`src/rtl/aclink_pkg.sv`:
```
package aclink_pkg;
  localparam int TAG_W      = 16;
  localparam int SLOT_W     = 20;
  localparam int NUM_SLOTS  = 12;
  localparam int SLOT_IDX_W = $clog2(NUM_SLOTS + 2);
  localparam int BIT_IDX_W  = $clog2(SLOT_W);
  localparam int NUM_FWD    = 6;
  // incoming slots forwarded, in strobe-bit order
  localparam int FWD_SLOT [NUM_FWD] = '{1, 2, 3, 4, 7, 8};

  typedef struct packed {
    logic                  launch;     // rising bit-clock enable
    logic                  active;     // inside a frame
    logic                  sample;     // falling enable while active
    logic                  slotEnd;    // last bit of current slot sampled
    logic                  frameStart; // sync rise sampled
    logic [SLOT_IDX_W-1:0] slot;
    logic [BIT_IDX_W-1:0]  bitIdx;
  } linkStrobes_t;
endpackage

```
`src/rtl/aclink_control.sv`:
```
module aclink_control
  import aclink_pkg::*;
(
  input  logic         clk,
  input  logic         rst_n,
  input  logic         riseEn,
  input  logic         fallEn,
  input  logic         syncIn,
  output linkStrobes_t stb
);
  logic                  syncSeen, active, syncRise, lastBit;
  logic [SLOT_IDX_W-1:0] slotCnt;
  logic [BIT_IDX_W-1:0]  bitCnt;

  always_comb begin
    syncRise       = fallEn && syncIn && !syncSeen;
    lastBit        = (slotCnt == '0) ? (bitCnt == BIT_IDX_W'(TAG_W - 1))
                                     : (bitCnt == BIT_IDX_W'(SLOT_W - 1));
    stb.launch     = riseEn;
    stb.active     = active;
    stb.sample     = fallEn && active;
    stb.slotEnd    = fallEn && active && lastBit;
    stb.frameStart = syncRise;
    stb.slot       = slotCnt;
    stb.bitIdx     = bitCnt;
  end

  always_ff @(posedge clk or negedge rst_n) begin
    if (!rst_n) begin
      syncSeen <= 1'b0;
      active   <= 1'b0;
      slotCnt  <= '0;
      bitCnt   <= '0;
    end else if (fallEn) begin
      syncSeen <= syncIn;
      if (syncRise) begin
        active  <= 1'b1;
        slotCnt <= '0;
        bitCnt  <= '0;
      end else if (active) begin
        if (lastBit) begin
          bitCnt  <= '0;
          slotCnt <= slotCnt + 1'b1;
          if (slotCnt == SLOT_IDX_W'(NUM_SLOTS)) active <= 1'b0;
        end else begin
          bitCnt <= bitCnt + 1'b1;
        end
      end
    end
  end
endmodule

```
`src/rtl/aclink_datapath.sv`:
```
module aclink_datapath
  import aclink_pkg::*;
#(
  parameter int CAP_W = 18
) (
  input  logic               clk,
  input  logic               rst_n,
  input  linkStrobes_t       stb,
  input  logic               rxData,
  input  logic               codecReady,
  input  logic               statusValid,
  input  logic [6:0]         statusIndex,
  input  logic [15:0]        statusData,
  input  logic               captureValid,
  input  logic [CAP_W-1:0]   captureLeft,
  input  logic [CAP_W-1:0]   captureRight,
  output logic               txData,
  output logic [NUM_FWD-1:0] slotStrobe,
  output logic [SLOT_W-1:0]  slotWord
);
  localparam int PAD = SLOT_W - CAP_W;

  logic [SLOT_W-1:0]  rxShift, shiftNext, txWord;
  logic [TAG_W-1:0]   tagReg;
  logic [NUM_FWD-1:0] strobeNext;
  logic [BIT_IDX_W-1:0] txSel;
  logic               frReady, frStatV, frCapV;
  logic [6:0]         frIdx;
  logic [15:0]        frData;
  logic [CAP_W-1:0]   frCapL, frCapR;

  assign shiftNext = {rxShift[SLOT_W-2:0], rxData};

  for (genvar i = 0; i < NUM_FWD; i++) begin : g_fwd
    assign strobeNext[i] = stb.slotEnd && (stb.slot == SLOT_IDX_W'(FWD_SLOT[i]))
                           && tagReg[TAG_W-1] && tagReg[TAG_W-1-FWD_SLOT[i]];
  end

  always_comb begin
    txWord = '0;
    case (stb.slot)
      SLOT_IDX_W'(0): txWord = {frReady, frStatV, frStatV, frCapV, frCapV, 15'b0};
      SLOT_IDX_W'(1): if (frStatV) txWord = {1'b0, frIdx, 12'b0};
      SLOT_IDX_W'(2): if (frStatV) txWord = {frData, 4'b0};
      SLOT_IDX_W'(3): if (frCapV) txWord = SLOT_W'(frCapL) << PAD;
      SLOT_IDX_W'(4): if (frCapV) txWord = SLOT_W'(frCapR) << PAD;
      default:        txWord = '0;
    endcase
    txSel = BIT_IDX_W'(SLOT_W - 1) - stb.bitIdx;
  end

  always_ff @(posedge clk or negedge rst_n) begin
    if (!rst_n) begin
      rxShift    <= '0;
      tagReg     <= '0;
      slotStrobe <= '0;
      slotWord   <= '0;
      txData     <= 1'b0;
      frReady    <= 1'b0;
      frStatV    <= 1'b0;
      frCapV     <= 1'b0;
      frIdx      <= '0;
      frData     <= '0;
      frCapL     <= '0;
      frCapR     <= '0;
    end else begin
      if (stb.sample) rxShift <= shiftNext;
      if (stb.slotEnd && stb.slot == '0) tagReg <= shiftNext[TAG_W-1:0];
      slotStrobe <= strobeNext;
      if (|strobeNext) slotWord <= shiftNext;
      if (stb.frameStart) begin
        frReady <= codecReady;
        frStatV <= statusValid;
        frIdx   <= statusIndex;
        frData  <= statusData;
        frCapV  <= captureValid;
        frCapL  <= captureLeft;
        frCapR  <= captureRight;
      end
      if (stb.launch) txData <= stb.active ? txWord[txSel] : 1'b0;
    end
  end
endmodule

```
`src/rtl/aclink_frame_engine.sv`:
```
module aclink_frame_engine
  import aclink_pkg::*;
#(
  parameter int CAP_W = 18
) (
  input  logic               clk,
  input  logic               rst_n,
  input  logic               riseEn,
  input  logic               fallEn,
  input  logic               syncIn,
  input  logic               rxData,
  output logic               txData,
  input  logic               codecReady,
  input  logic               statusValid,
  input  logic [6:0]         statusIndex,
  input  logic [15:0]        statusData,
  input  logic               captureValid,
  input  logic [CAP_W-1:0]   captureLeft,
  input  logic [CAP_W-1:0]   captureRight,
  output logic [NUM_FWD-1:0] slotStrobe,
  output logic [SLOT_W-1:0]  slotWord
);
  linkStrobes_t stb;

  aclink_control u_ctrl (
    .clk(clk), .rst_n(rst_n), .riseEn(riseEn), .fallEn(fallEn),
    .syncIn(syncIn), .stb(stb)
  );

  aclink_datapath #(.CAP_W(CAP_W)) u_dp (
    .clk(clk), .rst_n(rst_n), .stb(stb), .rxData(rxData),
    .codecReady(codecReady), .statusValid(statusValid),
    .statusIndex(statusIndex), .statusData(statusData),
    .captureValid(captureValid), .captureLeft(captureLeft),
    .captureRight(captureRight), .txData(txData),
    .slotStrobe(slotStrobe), .slotWord(slotWord)
  );
endmodule

```
`config.mk`:
```
export PLATFORM = sky130hd
export DESIGN_NAME = aclink_frame_engine
export DESIGN_NICKNAME = d
export VERILOG_FILES = /design/src/rtl/aclink_pkg.sv /design/src/rtl/aclink_control.sv /design/src/rtl/aclink_datapath.sv /design/src/rtl/aclink_frame_engine.sv
export SDC_FILE = /design/constraint.sdc
export NUM_CORES = 1
export LEC_CHECK = 0
export ABC_CLOCK_PERIOD_IN_PS = 5980
export BUFFER_PORTS_ARGS = -buffer_cell sky130_fd_sc_hd__buf_4
export CAP_MARGIN = 25
export CORE_UTILIZATION = 35
export CTS_BUF_LIST = sky130_fd_sc_hd__clkbuf_4
export CTS_CLUSTER_SIZE = 20
export DETAILED_ROUTE_END_ITERATION = 8
export GPL_ROUTABILITY_DRIVEN = 0
export SLEW_MARGIN = 30
export SYNTH_ARGS = -nofsm -noshare
export SYNTH_HDL_FRONTEND = slang
export SYNTH_HIERARCHICAL = 1
export SYNTH_SLANG_ARGS = --single-unit
```
`constraint.sdc`:
```
create_clock -name clk -period 5.98 [get_ports clk]
set_input_delay 1.196 -clock clk [delete_from_list [all_inputs] [get_ports clk]]
set_output_delay 1.196 -clock clk [all_outputs]
set_load 0.05 [all_outputs]
```
# ---- Word-level counts from Yosys, hierarchy flattened
# Index checks and enable logic that the tools add are counted.
dict set report word_totals {
  register_bits 135
  input_bits 68
  out_inout_bits 27
  word_cells 78
}
dict set report classes {
  add_sub_neg 3
  magnitude_cmp 1
  n_eq_ne 9
  muxes 19
  n_reduce_logical 30
}
# operator n
set op_table {}
lappend op_table {{20-bit case mux with 5 select lines} 1}
lappend op_table {{20-bit two-way mux} 3}
lappend op_table {{1-bit logical AND} 23}
lappend op_table {{19-bit two-way mux} 1}
lappend op_table {{5-bit two-way mux} 3}
lappend op_table {{4-bit two-way mux} 3}
lappend op_table {{4-bit by 2-bit equality test with 1-bit output (second input constant)} 2}
lappend op_table {{4-bit by 3-bit equality test with 1-bit output (second input constant)} 2}
lappend op_table {{4-bit equality test (second input constant)} 2}
lappend op_table {{1-bit two-way mux} 7}
lappend op_table {{5-bit by 6-bit < comparator with 1-bit output (second input constant)} 1}
lappend op_table {{6-bit OR reduction} 1}
lappend op_table {{5-bit by 1-bit adder with 5-bit output (second input constant)} 1}
lappend op_table {{1-bit binary-select mux with 5-bit select} 1}
lappend op_table {{5-bit by 4-bit equality test with 1-bit output (second input constant)} 1}
lappend op_table {{5-bit equality test (second input constant)} 1}
lappend op_table {{5-bit subtractor (first input constant)} 1}
lappend op_table {{4-bit by 1-bit adder with 4-bit output (second input constant)} 1}
lappend op_table {{4-bit by 1-bit equality test with 1-bit output (second input constant)} 1}
lappend op_table {{4-bit logical NOT} 1}
lappend op_table {{2-bit nonzero test} 2}
lappend op_table {{3-bit AND reduction} 1}
lappend op_table {{2-bit AND reduction} 1}
lappend op_table {{1-bit logical NOT} 1}

# ---- Logic depth before layout (Yosys ltp)
# Gate-level depths: netlist of the first run.
dict set report depth {
  depth_word 7
  mapped_depth 11
  mapped_depth_nobuf 10
}

# ---- Modules after synthesis
# The synthesis of the first run kept the hierarchy.
# module instances cells_each area_per_inst_um2 seq_area_each_um2
set by_module_without_submodules {}
lappend by_module_without_submodules {aclink_datapath 1 366 5056.1 2877.8}
lappend by_module_without_submodules {aclink_control 1 71 634.4 275.3}

# ---- Worst setup path after synthesis of the first run
# No wires, ideal clock.
dict set report synth_timing {
  kind {reg2reg}
  startpoint {reg u_ctrl.slotCnt[0]}
  endpoint {reg u_dp.slotWord[0]}
  setup_time_ns 0.127
  t_arrival_ns 2.690
  required_time_ns 5.853
  slack_ns 3.163
  path_stages_with_launch 12
  path_buffers 1
  synth_period_minus_slack_ns 2.817
  cell_sequence {dfrtp_1 > inv_1 > ha_1 > nor3b_1 > mux2_4 > nor2_1 > nand2_1 > nor4_1 > nor3_1 > nand2_2 > buf_6 > mux2_1}
}
# item line_no
set synth_lines {}
lappend synth_lines {{start, declared} aclink_control.sv:12} ;# logic [SLOT_IDX_W-1:0] slotCnt;
lappend synth_lines {{start signal, assigned} aclink_control.sv:43} ;# slotCnt <= slotCnt + 1'b1;
lappend synth_lines {{end signal, assigned} aclink_datapath.sv:70} ;# if (|strobeNext) slotWord <= shiftNext;
lappend synth_lines {{end, declared} aclink_datapath.sv:19} ;# output logic [SLOT_W-1:0] slotWord

==> results of run 1 <==
==> cell type report <==
type / count / share of cell area, %
antenna: 1 / 0.0368
tap: 216 / 3.97
clock buffer: 19 / 2.10
sequential: 126 / 46.3
multi-input combinational: 279 / 34.7
inverter: 8 / 0.441
clock inverter: 13 / 1.82
timing repair buffer: 96 / 10.6
==> power by group through the flow <==
stage                     clock network (mW)  registers [mW]  logic (mW)
after global routing                   0.624            1.19       0.460
after global placement                     0            1.16       0.408
after CTS                              0.585            1.16       0.421
after detailed placement                   0            1.17       0.420
final                                  0.563            1.16       0.419
after floorplan                            0            1.11       0.318
==> flip-flops by register name (all words and copies together) (netlist names), 4 cells and up <==
name,flops
u_ctrl/bitCnt,5
u_ctrl/slotCnt,4
u_dp/frCapL,18
u_dp/frCapR,18
u_dp/frData,16
u_dp/frIdx,7
u_dp/rxShift,19
u_dp/slotStrobe,6
u_dp/slotWord,20
u_dp/tagReg,7
==> cells in the mapped netlist, drive strengths merged, types with 2 or more instances <==
| cell type | number | share of area [%] |
|---|---|---|
| nand4 | 4 | 0.44 |
| a221oi | 7 | 1.2 |
| a31oi | 2 | 0.22 |
| nand3 | 13 | 1.1 |
| nand3b | 4 | 0.53 |
| o31ai | 2 | 0.26 |
| a21oi | 13 | 1.2 |
| nor4 | 6 | 0.66 |
| o21ai | 5 | 0.44 |
| inv | 7 | 0.46 |
| ha | 4 | 0.88 |
| nand2 | 30 | 2.0 |
| nor2 | 7 | 0.46 |
| nor2b | 3 | 0.37 |
| a22oi | 10 | 1.4 |
| and2 | 5 | 0.59 |
| buf | 17 | 2.1 |
| nor3 | 4 | 0.35 |
| and3 | 16 | 1.8 |
| nor4b | 2 | 0.84 |
| a311o | 2 | 0.35 |
| nand2b | 3 | 0.33 |
| a211oi | 4 | 0.53 |
| mux2 | 109 | 22 |
| or3 | 2 | 0.24 |
| nor3b | 3 | 0.68 |
| dfrtp | 126 | 55 |
| clkbuf | 7 | 0.46 |
| a2111oi | 2 | 0.31 |
==> critical path, cell delays in order, from the launching register on <==
cell and delay (ns):
dfrtp_1 0.55, inv_1 0.15, ha_1 0.19, nor3b_1 0.38
mux2_4 0.38, nor2_1 0.24, nand2_1 0.17, nor4_1 0.38
nor3_1 0.12, nand2_2 0.41, mux2_1 0.38
==> worst max path at each step <==
stage / start / to / cells after the start / slack [ns]
floorplan: u_ctrl/slotCnt[0] / u_dp/slotWord[0] / 11 / 3.16
global placement: fallEn / u_dp/slotWord[3] / 8 / 2.71
detailed placement: u_ctrl/slotCnt[0] / u_dp/slotWord[3] / 10 / 2.54
CTS: u_ctrl/slotCnt[0] / u_dp/slotWord[11] / 10 / 2.52
global route: u_ctrl/slotCnt[0] / u_dp/slotWord[11] / 10 / 2.18
finish: u_ctrl/slotCnt[0] / u_dp/slotWord[11] / 10 / 2.50
==> cell usage in the layout (no fill, tap or decap), types with 5 or more instances in the layout <==
cell          n
inv_1         7
a221oi_1      6
o21ai_0       5
a22oi_1       9
buf_4        96
nor4_1        6
mux2_2       88
a21oi_1      12
nor2_1        7
nand3_1      13
dfrtp_1     126
clkinvlp_4    5
clkbuf_4     19
nand2_1      29
mux2_1       20
and3_1       16
==> logic make-up (layout without fill, tap and decap cells) <==
logic type / Yosys count / count (layout) / share of synthesized area [%]
multiplexers: 110 / 110 / 21.8
AO/OA/AOI/OAI: 58 / 58 / 7.61
adder cells (fa/ha/maj): 4 / 4 / 0.880
other: 0 / 1 / 0
XOR/XNOR: 1 / 1 / 0.154
flip-flops: 126 / 126 / 55.4
buffers and inverters: 32 / 136 / 3.12
AND/OR/NAND/NOR: 106 / 106 / 11.0
==> metrics by stage <==
| step | hold WS (ns) | worst slack (ns) | cell area [sq um] |
|---|---|---|---|
| 3_3_place_gp | 0.472 | 2.71 | 6530 |
| 6_report | 0.495 | 2.50 | 6800 |
| 2_1_floorplan | 0.460 | 3.16 | 5690 |
| 4_1_cts | 0.501 | 2.52 | 6800 |
| 5_1_grt | 0.519 | 2.18 | 6800 |
| 3_5_place_dp | 0.476 | 2.54 | 6530 |
==> routing by layer <==
metal | up-vias | part of all wire, % | wire (microns)
met5 | - | 0 | 0
met4 | 0 | 1.8 | 237
met3 | 23 | 5.0 | 659
met2 | 89 | 48 | 6410
met1 | 1961 | 45 | 6000
li1 | 1791 | - | -
==> flow_summary.ini, run 1 <==
[pwr]
power.total_mw = 2.14
leakagePower_nw = 3.10
power_density_nw_per_um2 = 314
p_int_mw = 1.50
ir_drop_mv = 0.127
switching_power_uw = 639
p_comb_share_pct = 19.6
swShare_pct = 29.9
power_frac_seq_pct = 54.1
power_frac_clock_pct = 26.3

[cells_and_area]
drive_gt1_share_pct = 42.3
multiInputGateArea_sq_um = 2360
syn_to_final_growth_pct = 19.5
finish.utilization_pct = 42.8
stdcell_count = 758
seqCellArea_sq_um = 3150
nFillCells = 1521
nets = 600

[placed_design]
port_buffers = 94
dp.cells = 725
post-dp-hpwl_microns = 9220

[yosys]
syn-num-nets = 509
ys.flop_type = dfrtp_1
syn_area_sq_um = 5690
synth_edf_count = 0
ys_seq_elements = 126
netlist-cell-type-count = 61
synthCells = 437
async_flop_share_pct = 100
yosys_warnings = 6
syn_area_per_cell_sq_um = 13.0
ys_seq_area_share_pct = 55.4

[die]
fp-row-count = 46
die-area_sq_um = 16800
coreArea_sq_um = 15900
start_util_pct = 35.8
die_w_microns = 130
ioPinCount = 95
die_h_microns = 130

[setup_path]
end_kind = register
ff2ff_path_depth = 10
rr_endpoint = u_dp/slotWord[11]
worst_setup_path_start_kind = register
r2r_start = u_ctrl/slotCnt[0]
worstPathRequired_ns = 6.41
path_class = reg2reg
rrSetupSlack_ns = 2.50
cp_max_fo = 20
cp.arrival_ns = 3.91

[sta]
rsz0062_at_grt = false
final.setup.tns_ns = 0
worst_pin_slew_ns = 0.885
setup_viol = 0
fmax_mhz = 287
finalCriticalPeriod_ns = 3.48
fin_crit_sh_pct = 58.3
skew_ns = 0.0185
relSlewSlack_pct = 41.0
slew_violations = 0
finalHoldViolations = 0

[clock_network]
cts_buffers = 17
clkTransAtPathRegs_ns = 0.11
clock_latency_ns = 0.55
root_buffer = clkbuf_4
clock-sinks = 126
clk_path_buf_depth = 2
cts_hold_buf = 0
cts_setup_buffers = 0
cts_resized = 0
h-tree-depth = 4
cts_tree = done

[detailed_routing]
drc = 0
avgRoutedWirePerCell_microns = 17.6
via_per_inst = 5.10
drtAntennaViolNets = 0
firstDrtPassIters = 5
initialDrtViolationCount = 205
routed_wl_microns = 13300
dr_total_vias = 3864

[min_path]
min_to = u_dp/slotWord[9]
min-delay-start = u_dp/slotWord[9]
holdPathStages = 1
hp-class = reg2reg

[grt]
grt_busiest_layer = met2
grt_pass1_vias = 3904
antenna_found_initial = 1
grtUsageMet2_pct = 25.7
grtUsageMet3_pct = 5.41
use_met1_pct = 22.8
grt_remaining_overflow = 0
grt_usage_pct = 17.1
grt_pass1_wl_microns = 21300
grt_max_degree = 73

[flow_run]
max_cap_violations = 0

[run_status]
status = complete, no violations
Note: power is estimated with default switching activity, not from simulation.
==> run 2, diff against run 1 <==
- ABC_CLOCK_PERIOD_IN_PS: 5980 -> 3140
- clock period: 5.98 -> 3.14 ns (I/O delays scaled with it)
==> flow_summary.ini, run 2 (synthesis results as in run 1) <==
[clock_network]
h-tree-depth = 4
cts_hold_buf = 0
clk_path_buf_depth = 2
cts_resized = 0
cts_buffers = 17
cts_setup_buffers = 0
cts_tree = done
clock_latency_ns = 0.53
root_buffer = clkbuf_4
clock-sinks = 126
clkTransAtPathRegs_ns = 0.10

[sta]
hold_ws_ns = 0.116
fmax_mhz = 352
skew_ns = 0.0143
fin_crit_sh_pct = 90.4
setup_slack_ns = 0.301
setup_viol = 0
final.setup.tns_ns = 0
finalCriticalPeriod_ns = 2.84
rsz0062_at_grt = false
slew_violations = 0
finalHoldViolations = 0
relSlewSlack_pct = 45.6
worst_pin_slew_ns = 0.815

[placed_design]
dp.cells = 737
place_ws_ns = 0.196
placed_area_sq_um = 6660
port_buffers = 94
post-dp-hpwl_microns = 9300

[cells_and_area]
finish.utilization_pct = 43.4
fin_area_sq_um = 6890
nFillCells = 1502
drive_gt1_share_pct = 43.3
final_cell_mix = dfrtp_1 (126), buf_4 (105), mux2_2 (88)
biggestRegsByFlops = u_dp/slotWord: 20 flops, u_dp/rxShift: 19 flops
stdcell_count = 769
largest_reg_flops = 20
top_register = u_dp/slotWord
nets = 612
final_common_cell = dfrtp_1
syn_to_final_growth_pct = 21.1

[setup_path]
r2r_start = u_ctrl/slotCnt[1]
crit_chain = inv_1 -> ha_1 -> nor3b_2 -> mux2_4 -> nor2_1 -> nand2_1 -> nor4_1 -> nor3_1 -> nand2_2 -> buf_12 -> mux2_1
path_class = reg2reg
max_stage_delay_ns = 0.41
cp.arrival_ns = 3.24
worstPathRequired_ns = 3.55
worst-path-buf-inv = 2
rrSetupSlack_ns = 0.30
cpLargestDelayFamily = simple AND/OR/NAND/NOR gates
crit_slowest_cell = nor4_1
ff2ff_path_depth = 11
cp_max_fo = 20
worst_setup_path_start_kind = register
end_kind = register
rr_endpoint = u_dp/slotWord[1]

[grt]
grt_usage_pct = 16.8
grt_pass1_wl_microns = 21200
antenna_found_initial = 1
grt_pass1_vias = 4031
grt_max_degree = 51
grt_remaining_overflow = 0

[pwr]
power.total_mw = 3.97
leakagePower_nw = 3.17
power_density_nw_per_um2 = 576
ir_drop_mv = 0.202

[die]
die-area_sq_um = 16800
die_w_microns = 130
ioPinCount = 95
die_h_microns = 130
fp-row-count = 46
coreArea_sq_um = 15900
start_util_pct = 35.8

[min_path]
hp-class = in2async

[detailed_routing]
avgRoutedWirePerCell_microns = 17.0
initialDrtViolationCount = 144
via_per_inst = 5.09
drc = 0
dr_total_vias = 3918
firstDrtPassIters = 4
drtAntennaViolNets = 0
routed_wl_microns = 13100

[flow_run]
max_cap_violations = 0

[run_status]
status = complete, no violations
## run 2: cell count changes in the layout (fill, tap and decap cells not counted)
cell and delta:
buf_12 +3, buf_4 +9, bufinv_16 -1, clkinv_1 +2, clkinv_2 +3, clkinvlp_4 -5
nor3b_1 -1, nor3b_2 +1
## run 2: power breakdown
| part | switching (mW) | total (mW) | internal, mW |
|---|---|---|---|
| clock | 0.561 | 0.944 | 0.383 |
| sequential | 0.235 | 2.17 | 1.93 |
| combinational | 0.388 | 0.861 | 0.473 |
| total | 1.18 | 3.97 | 2.79 |
## run 2: layout make-up
type                            instances  area (sq um)  share of cell area (%)
Multi-Input combinational cell        279          2360                    34.3
Clock inverter                         12          78.8                    1.14
Clock buffer                           19           143                    2.07
Sequential cell                       126          3150                    45.8
Timing Repair Buffer                  108           848                    12.3
Antenna cell                            1          2.50                  0.0363
Inverter                                8          30.0                   0.436
Tap cell                              216           270                    3.92
## run 2: worst max-delay path by stage
stage	start	end	slack (ns)	depth (start not counted)
after floorplan	u_ctrl/slotCnt[0]	u_dp/slotWord[0]	0.32	11
after global placement	u_ctrl/slotCnt[0]	u_dp/slotWord[2]	0.35	11
after detailed placement	u_ctrl/slotCnt[1]	u_dp/slotWord[7]	0.20	11
after CTS	u_ctrl/slotCnt[1]	u_dp/slotWord[9]	0.18	11
after global routing	u_ctrl/slotCnt[1]	u_dp/slotWord[19]	0.13	11
final	u_ctrl/slotCnt[1]	u_dp/slotWord[1]	0.30	11
## run 2: worst register-to-register path, cell delays in order (launching register included)
cell     delay, ns
dfrtp_1       0.39
inv_1         0.09
ha_1          0.17
nor3b_2       0.27
mux2_4        0.37
nor2_1        0.16
nand2_1       0.14
nor4_1        0.41
nor3_1        0.11
nand2_2       0.10
buf_12        0.17
mux2_1        0.35
## run 2: metal layers
metal,global-route usage [%],share of wire [%],vias up
met3,4.95,4.8,18
li1,-,-,1823
met2,26.9,49,92
met5,0,0,-
met4,6.84,1.9,0
met1,21.3,44,1985
==> run 3, diff against run 2 <==
- ABC_CLOCK_PERIOD_IN_PS: 3140 -> 2300
- clock period: 3.14 -> 2.3 ns (I/O delays scaled with it)
==> flow_summary.ini, run 3 (synthesis results as in run 1) <==
[sta]
hold_ws_ns = 0.132
setup_viol = 20
rsz0062_at_grt = true
slew_violations = 0
fmax_mhz = 411
fin_crit_sh_pct = 106
finalHoldViolations = 0
finalCriticalPeriod_ns = 2.43
setup_slack_ns = -0.133
worst_pin_slew_ns = 0.588
skew_ns = 0.0151
final.setup.tns_ns = -2.06
relSlewSlack_pct = 59.8

[clock_network]
h-tree-depth = 4
clk_path_buf_depth = 2
clkTransAtPathRegs_ns = 0.11
cts_tree = done
root_buffer = clkbuf_4
cts_buffers = 17
clock-sinks = 126
clock_latency_ns = 0.54

[grt]
grt_pass1_vias = 4182
antenna_found_initial = 2
grt_max_degree = 55
grt_remaining_overflow = 0
grt_usage_pct = 17.3
grt_pass1_wl_microns = 21800

[pwr]
power_frac_seq_pct = 48.4
switching_power_mw = 1.72
power_density_nw_per_um2 = 814
leakagePower_nw = 3.40
p_int_mw = 4.31
p_comb_share_pct = 21.4
power.total_mw = 6.03
power_frac_clock_pct = 30.2
swShare_pct = 28.5
ir_drop_mv = 0.452

[setup_path]
end_kind = register
crit_chain = inv_2 -> ha_4 -> nor3b_4 -> mux2_4 -> nor2_4 -> nand2_4 -> nor4b_4 -> nor3_2 -> nand2_2 -> clkbuf_16 -> mux2_1
path_class = reg2reg
cp.arrival_ns = 2.86
worstPathRequired_ns = 2.72
max_stage_delay_ns = 0.42
cp_max_fo = 10
rrSetupSlack_ns = -0.13
worst_setup_path_start_kind = register
crit_slowest_cell = dfrtp_2

[detailed_routing]
via_per_inst = 5.06
dr_total_vias = 4044
avgRoutedWirePerCell_microns = 16.9
firstDrtPassIters = 4
drtAntennaViolNets = 0
routed_wl_microns = 13500
initialDrtViolationCount = 255
drc = 0

[die]
ioPinCount = 95
die_h_microns = 130
die-area_sq_um = 16800
start_util_pct = 35.8
coreArea_sq_um = 15900
die_w_microns = 130
fp-row-count = 46

[cells_and_area]
drive_gt1_share_pct = 51.5
syn_to_final_growth_pct = 30.2
largest_reg_flops = 20
finish.utilization_pct = 46.7
stdcell_count = 800
nets = 641
final_common_cell = buf_4
final_cell_mix = buf_4 (130), dfrtp_1 (123), mux2_2 (88)
top_register = u_dp/slotWord
fin_area_sq_um = 7410
biggestRegsByFlops = u_dp/slotWord: 20 flops, u_dp/rxShift: 19 flops

[min_path]
hp-class = in2reg

[placed_design]
place_ws_ns = -0.109
port_buffers = 94
placed_area_sq_um = 6920
dp.cells = 759
post-dp-hpwl_microns = 9580

[run_status]
status = finished with violations
failed_checks = negative setup slack

[flow_run]
max_cap_violations = 0
run 3: cell count changes in the layout (fill, tap and decap cells not counted), sizes merged:
cell / before / now
clkbuf: 19 / 18
clkinv: 11 / 8
bufinv: 1 / 5
buf: 108 / 135
dlygate4sd3: 0 / 1
clkinvlp: 0 / 2
diode: 1 / 2
run 3: what timing repair did:
item,CTS,global route
endpoints found under the hold margin,27,0
gates resized for setup,1,16
cloned,0,1
endpoints found under the setup margin,20,28
pin swaps,0,2
hold buffers,1,0
setup buffers,0,5
run 3: critical path, delay by kind of cell (launching register included):
kind / cells / cell delay (ns)
fa+ha+maj: 1 / 0.13
buf+inv: 2 / 0.26
flops: 1 / 0.42
mux: 2 / 0.66
simple gates: 6 / 0.83
run 3: worst paths after layout:
kind                            cells after the start               from                end
worst max-delay path                               11  u_ctrl/slotCnt[0]   u_dp/slotWord[5]
worst min register to register                      1  u_dp/slotWord[14]  u_dp/slotWord[14]
min in group asynchronous                           2              rst_n   u_dp/rxShift[17]
worst min-delay path                                3     statusIndex[5]      u_dp/frIdx[5]
worst max register to register                     11  u_ctrl/slotCnt[0]   u_dp/slotWord[5]
max in group asynchronous                           3              rst_n  u_ctrl/slotCnt[1]
run 3: layer usage:
metal	global-route usage (%)	part of all wire, %	wire (microns)
met5	0	0	0
met4	5.88	1.4	184
met3	4.46	4.1	547
met2	27.8	50	6690
met1	22.7	45	6080
run 3: layout make-up:
cell class	count	area, sq um
clock buffer	17	128
inverter	8	30.0
fill	1501	8470
clock inverter	15	220
sequential	126	3160
antenna	2	5.00
multi-input combinational	279	2490
tap	216	270
timing repair buffer	137	1110
run 3: power by group through the flow:
| stage | Sequential [mW] | Combinational [mW] | Clock, mW |
|---|---|---|---|
| final | 2.92 | 1.29 | 1.82 |
| after global routing | 2.99 | 1.42 | 1.98 |
| after CTS | 2.92 | 1.27 | 1.88 |
| after detailed placement | 2.96 | 1.27 | 0 |
| after global placement | 2.95 | 1.23 | 0 |
| after floorplan | 2.89 | 0.834 | 0 |
